[src/rtl/perfmon_pkg.sv]
package perfmon_pkg;
  localparam int NUM_CNT    = 2;
  localparam int HIT_IDX    = 0;
  localparam int MISS_IDX   = 1;
  localparam int RST_OFFSET = 2;
  localparam int CTRL_W     = NUM_CNT + RST_OFFSET;

  typedef struct packed {
    logic [NUM_CNT-1:0] bump;
    logic [NUM_CNT-1:0] zero;
  } monStrobe_t;
endpackage

[src/rtl/perfmon_ctrl.sv]
module perfmon_ctrl
  import perfmon_pkg::*;
(
  input  logic [CTRL_W-1:0]  ctrlBits,
  input  logic [NUM_CNT-1:0] eventVec,
  output monStrobe_t         strb
);
  always_comb begin
    strb = '0;
    for (int i = 0; i < NUM_CNT; i++) begin
      strb.zero[i] = ctrlBits[i + RST_OFFSET];
      strb.bump[i] = ctrlBits[i] & eventVec[i] & ~ctrlBits[i + RST_OFFSET];
    end
  end
endmodule

[src/rtl/perfmon_dp.sv]
module perfmon_dp
  import perfmon_pkg::*;
#(
  parameter int CNT_WIDTH = 32
) (
  input  logic                 clk,
  input  logic                 rstN,
  input  monStrobe_t           strb,
  input  logic                 rdSel,
  output logic [CNT_WIDTH-1:0] rdData
);
  localparam logic [CNT_WIDTH-1:0] CNT_MAX = '1;

  logic [CNT_WIDTH-1:0] cntQ [NUM_CNT];

  for (genvar g = 0; g < NUM_CNT; g++) begin : gCnt
    always_ff @(posedge clk or negedge rstN) begin
      if (!rstN)                              cntQ[g] <= '0;
      else if (strb.zero[g])                  cntQ[g] <= '0;
      else if (strb.bump[g] && cntQ[g] != CNT_MAX)
                                              cntQ[g] <= cntQ[g] + 1'b1;
    end

    assert_clear_zero_R7: assert property (@(posedge clk) disable iff (!rstN)
      strb.zero[g] |=> (cntQ[g] == '0));

    assert_no_overflow_R9: assert property (@(posedge clk) disable iff (!rstN)
      (cntQ[g] == CNT_MAX && !strb.zero[g]) |=> (cntQ[g] == CNT_MAX));

    assert_hold_R6: assert property (@(posedge clk) disable iff (!rstN)
      (!strb.bump[g] && !strb.zero[g]) |=> $stable(cntQ[g]));

    assert_step_R3: assert property (@(posedge clk) disable iff (!rstN)
      (strb.bump[g] && cntQ[g] != CNT_MAX) |=>
        (cntQ[g] == CNT_WIDTH'($past(cntQ[g]) + 1'b1)));
  end

  assign rdData = rdSel ? cntQ[MISS_IDX] : cntQ[HIT_IDX];
endmodule

[src/rtl/perfmon_top.sv]
module perfmon_top
  import perfmon_pkg::*;
#(
  parameter int CNT_WIDTH = 32
) (
  input  logic                 clk,
  input  logic                 rstN,
  input  logic [3:0]           ctrlBits,
  input  logic                 hitEvent,
  input  logic                 missEvent,
  input  logic                 rdSel,
  output logic [CNT_WIDTH-1:0] rdData
);
  monStrobe_t         strb;
  logic [NUM_CNT-1:0] eventVec;

  always_comb begin
    eventVec           = '0;
    eventVec[HIT_IDX]  = hitEvent;
    eventVec[MISS_IDX] = missEvent;
  end

  perfmon_ctrl u_ctrl (
    .ctrlBits (ctrlBits),
    .eventVec (eventVec),
    .strb     (strb)
  );

  perfmon_dp #(.CNT_WIDTH(CNT_WIDTH)) u_dp (
    .clk    (clk),
    .rstN   (rstN),
    .strb   (strb),
    .rdSel  (rdSel),
    .rdData (rdData)
  );
endmodule

[config.mk]
export PLATFORM = sky130hd
export DESIGN_NAME = perfmon_top
export DESIGN_NICKNAME = d
export VERILOG_FILES = /design/src/rtl/perfmon_pkg.sv /design/src/rtl/perfmon_ctrl.sv /design/src/rtl/perfmon_dp.sv /design/src/rtl/perfmon_top.sv
export SDC_FILE = /design/constraint.sdc
export NUM_CORES = 1
export LEC_CHECK = 0
export ABC_AREA = 1
export ABC_CLOCK_PERIOD_IN_PS = 2300
export BUFFER_PORTS_ARGS = -buffer_cell sky130_fd_sc_hd__buf_4
export CORE_MARGIN = 5
export CORE_UTILIZATION = 50
export CTS_BUF_LIST = sky130_fd_sc_hd__clkbuf_4 sky130_fd_sc_hd__clkbuf_8 sky130_fd_sc_hd__clkbuf_16
export CTS_CLUSTER_DIAMETER = 100
export CTS_CLUSTER_SIZE = 30
export DETAILED_ROUTE_END_ITERATION = 16
export PLACE_DENSITY_LB_ADDON = 0.15
export SETUP_SLACK_MARGIN = 0.02
export SLEW_MARGIN = 20
export SYNTH_ARGS = -nofsm -noshare
export SYNTH_HDL_FRONTEND = slang
export SYNTH_SLANG_ARGS = --single-unit
[constraint.sdc]
create_clock -name clk -period 2.3 [get_ports clk]
set_input_delay 0.345 -clock clk [delete_from_list [all_inputs] [get_ports clk]]
set_output_delay 0.345 -clock clk [all_outputs]
set_load 0.03 [all_outputs]
==> results.cfg <==
[outcome]
status = complete, no violations

[finish]
layout.nets = 807
diodes = 0
instances_no_fill = 933
drive_above_1_share_pct = 15.1
regMostFlops = u_dp.cntQ
final_common_cell = nand2_1
top_regs = u_dp.cntQ: 64 flops
layout_common_cells = nand2_1, nor2_1, nand3_1
area_growth_pct = 10.5
largest_reg_flops = 64

[place]
hpwlAfterDp_um = 10500
port_buffers = 40
gp_congestion = 0.930
pre_cts_ws_ps = 292
dp_cells = 918

[flow_run]
maxCapViolCount = 0

[clocking]
clock-sinks = 64
cts_inserted_buffers = 9
clockRootBuffer = clkbuf_8
clock_latency_ps = 360
post_cts_buffers = 0
post_cts_resized = 0
cts_tree = yes
htree_levels = 3
cts_hold_buffers = 0
ctsLongestPathBuffers = 2
path_clk_slew_ps = 80

[floorplanning]
dieHeight_um = 110
core_area_um2 = 9770
start_util_pct = 51.2
ios = 41
die_area_um2 = 12100
num_rows = 36
die_x_um = 110

[drt]
first_iter_violations = 304
antenna_left = 0
drt-total-wl_um = 14400
drc = 0
via_count = 5099
via_per_inst = 5.47
routedWlPerCell_um = 15.4
first_pass_iters = 5

[synthesis]
syn_nets = 778
seq_area_frac_synth_pct = 32.0
syn_area_um2 = 5000
syn_avg_cell_area_um2 = 6.52
synth_top_family_by_area = simple AND/OR/NAND/NOR gates
yosys.area_share.adder_pct = 0.501
yosysUniqueCellTypes = 32
ys_seq_elements = 64
synthXorXnorAreaFrac_pct = 2.98
synth_cells = 767
synth_compound_gate_area_share_pct = 7.66
synth-simple-area-share_pct = 47.6
muxShareOfSynthArea_pct = 0
yosys_warnings = 0

[power_and_ir_drop]
p_leak_nw = 2.39
swShare_pct = 25.8
pwr-share-seq_pct = 48.2
p_per_area_nw_per_um2 = 424
power.switching_mw = 0.605
p_int_mw = 1.74
clkPwrFrac_pct = 44.9
p_comb_share_pct = 6.9
vdd_ir_drop_max_mv = 0.293
total_power_mw = 2.34

[global_routing]
track_usage_pct = 25.5
grt_pass1_wl_um = 24000
antenna_found_initial = 0
grt_max_degree = 65
globalRouteOverflowTotal = 0
grt_pass1_vias = 4818

[critical_path]
rr_worst_depth = 8
required_ps = 2590
arrival_ps = 2290
timing.rr.end = u_dp.cntQ[26]
start_kind = flip-flop
r2r_start = u_dp.cntQ[0]
worstSetupPathType = reg -> reg
r2r_setup_slack_ps = 300
end_kind = flip-flop
crit_path_max_fanout = 17

[sta]
slew_violations = 0
rsz0062_at_grt = false
fmax_mhz = 501
fin_crit_sh_pct = 86.9
finClkSkew_ps = 12.0
finalSetupViolations = 0
setup_ws_ps = 302
worst_slew_pin_slew_ps = 856
post-route-min-period_ps = 2000
setup_tns_ps = 0
relSlewSlack_pct = 42.9
finalHoldViolCount = 0

[hold_path]
min_path_type = in -> async
synth_stat cells:
cell type / count / area share [%]
clkbuf_1: 14 / 1.1
nand3b_1: 3 / 0.45
buf_1: 2 / 0.15
nand2_1: 257 / 19
nor2_4: 5 / 1.1
clkbuf_8: 1 / 0.28
buf_2: 2 / 0.20
nor2_1: 104 / 7.8
ha_1: 2 / 0.50
dfrtp_1: 64 / 32
o21ai_2: 11 / 1.9
buf_6: 4 / 0.90
nand3_1: 82 / 8.2
nand3_2: 14 / 2.8
xor2_1: 12 / 2.1
nor2_8: 1 / 0.40
nand2_4: 6 / 1.4
inv_1: 63 / 4.7
nor2_2: 8 / 1.0
xnor2_1: 5 / 0.88
buf_12: 3 / 1.2
a21oi_2: 1 / 0.18
a21oi_1: 11 / 1.1
inv_2: 3 / 0.23
clkinv_1: 1 / 0.075
nand4_1: 29 / 3.6
nand2_2: 8 / 1.0
buf_4: 3 / 0.45
o21ai_0: 43 / 4.3
o21bai_1: 1 / 0.15
or2_2: 2 / 0.25
and2_1: 2 / 0.25
power by group through the flow:
stage / Combinational (mW) / Clock (mW) / Sequential (mW)
2_1_floorplan: 0.112 / 0 / 1.15
3_3_place_gp: 0.162 / 0 / 1.15
3_5_place_dp: 0.163 / 0 / 1.15
4_1_cts: 0.164 / 1.07 / 1.13
5_1_grt: 0.180 / 1.11 / 1.13
6_report: 0.162 / 1.05 / 1.13
metrics by stage:
step | hold WS (ps) | utilization [%] | area, um^2
final | 91.3 | 56.5 | 5530
after global routing | 179 | 56.5 | 5530
after CTS | 134 | 56.5 | 5530
after detailed placement | 515 | 54.4 | 5320
after global placement | 514 | 54.4 | 5320
after floorplan | 49.4 | - | 5000
metal layers:
layer / share of wire, % / wire length [um] / track usage [%] / vias up
li1: - / - / - / 2521
met5: 0 / 0 / 0 / -
met1: 48 / 6830 / 35.8 / 2392
met4: 1.8 / 257 / 9.08 / 0
met3: 6.1 / 870 / 3.79 / 23
met2: 45 / 6410 / 40.0 / 163
cell type report:
class                      count  area (um^2)
timing repair buffer          47          365
clock inverter                 3         40.0
inverter                      67          251
clock buffer                  12          165
multi-input combinational    607         2940
fill                        1014         4250
sequential                    64         1600
tap                          133          166
worst max-delay path: stages, from the launching register on:
cell and delay [ps]:
dfrtp_1 420, ha_1 220, nand2_1 120, nor2_4 70
nand2_4 120, nor2_8 70, a21oi_2 630, nand4_1 180
nand2_1 110
cells by family (layout without fill, tap and decap cells):
| kind of cell | Yosys count | count (layout) |
|---|---|---|
| adders and majority gates | 2 | 2 |
| and+or+nand+nor | 521 | 521 |
| AOI/OAI and AO/OA | 67 | 67 |
| buffers and inverters | 96 | 129 |
| DFF | 64 | 64 |
| xor gates and xnor gates | 17 | 17 |
worst max-delay path by stage:
| stage | slack, ps | endpoint | start |
|---|---|---|---|
| 2_1_floorplan | 550 | rdData[23] | rdSel |
| 3_3_place_gp | 330 | u_dp.cntQ[2] | u_dp.cntQ[0] |
| 3_5_place_dp | 290 | u_dp.cntQ[0] | u_dp.cntQ[0] |
| 4_1_cts | 280 | u_dp.cntQ[0] | u_dp.cntQ[0] |
| 5_1_grt | 50 | u_dp.cntQ[27] | u_dp.cntQ[0] |
| 6_report | 300 | u_dp.cntQ[26] | u_dp.cntQ[0] |
No activity file was read; power rests on OpenSTA's default activity.
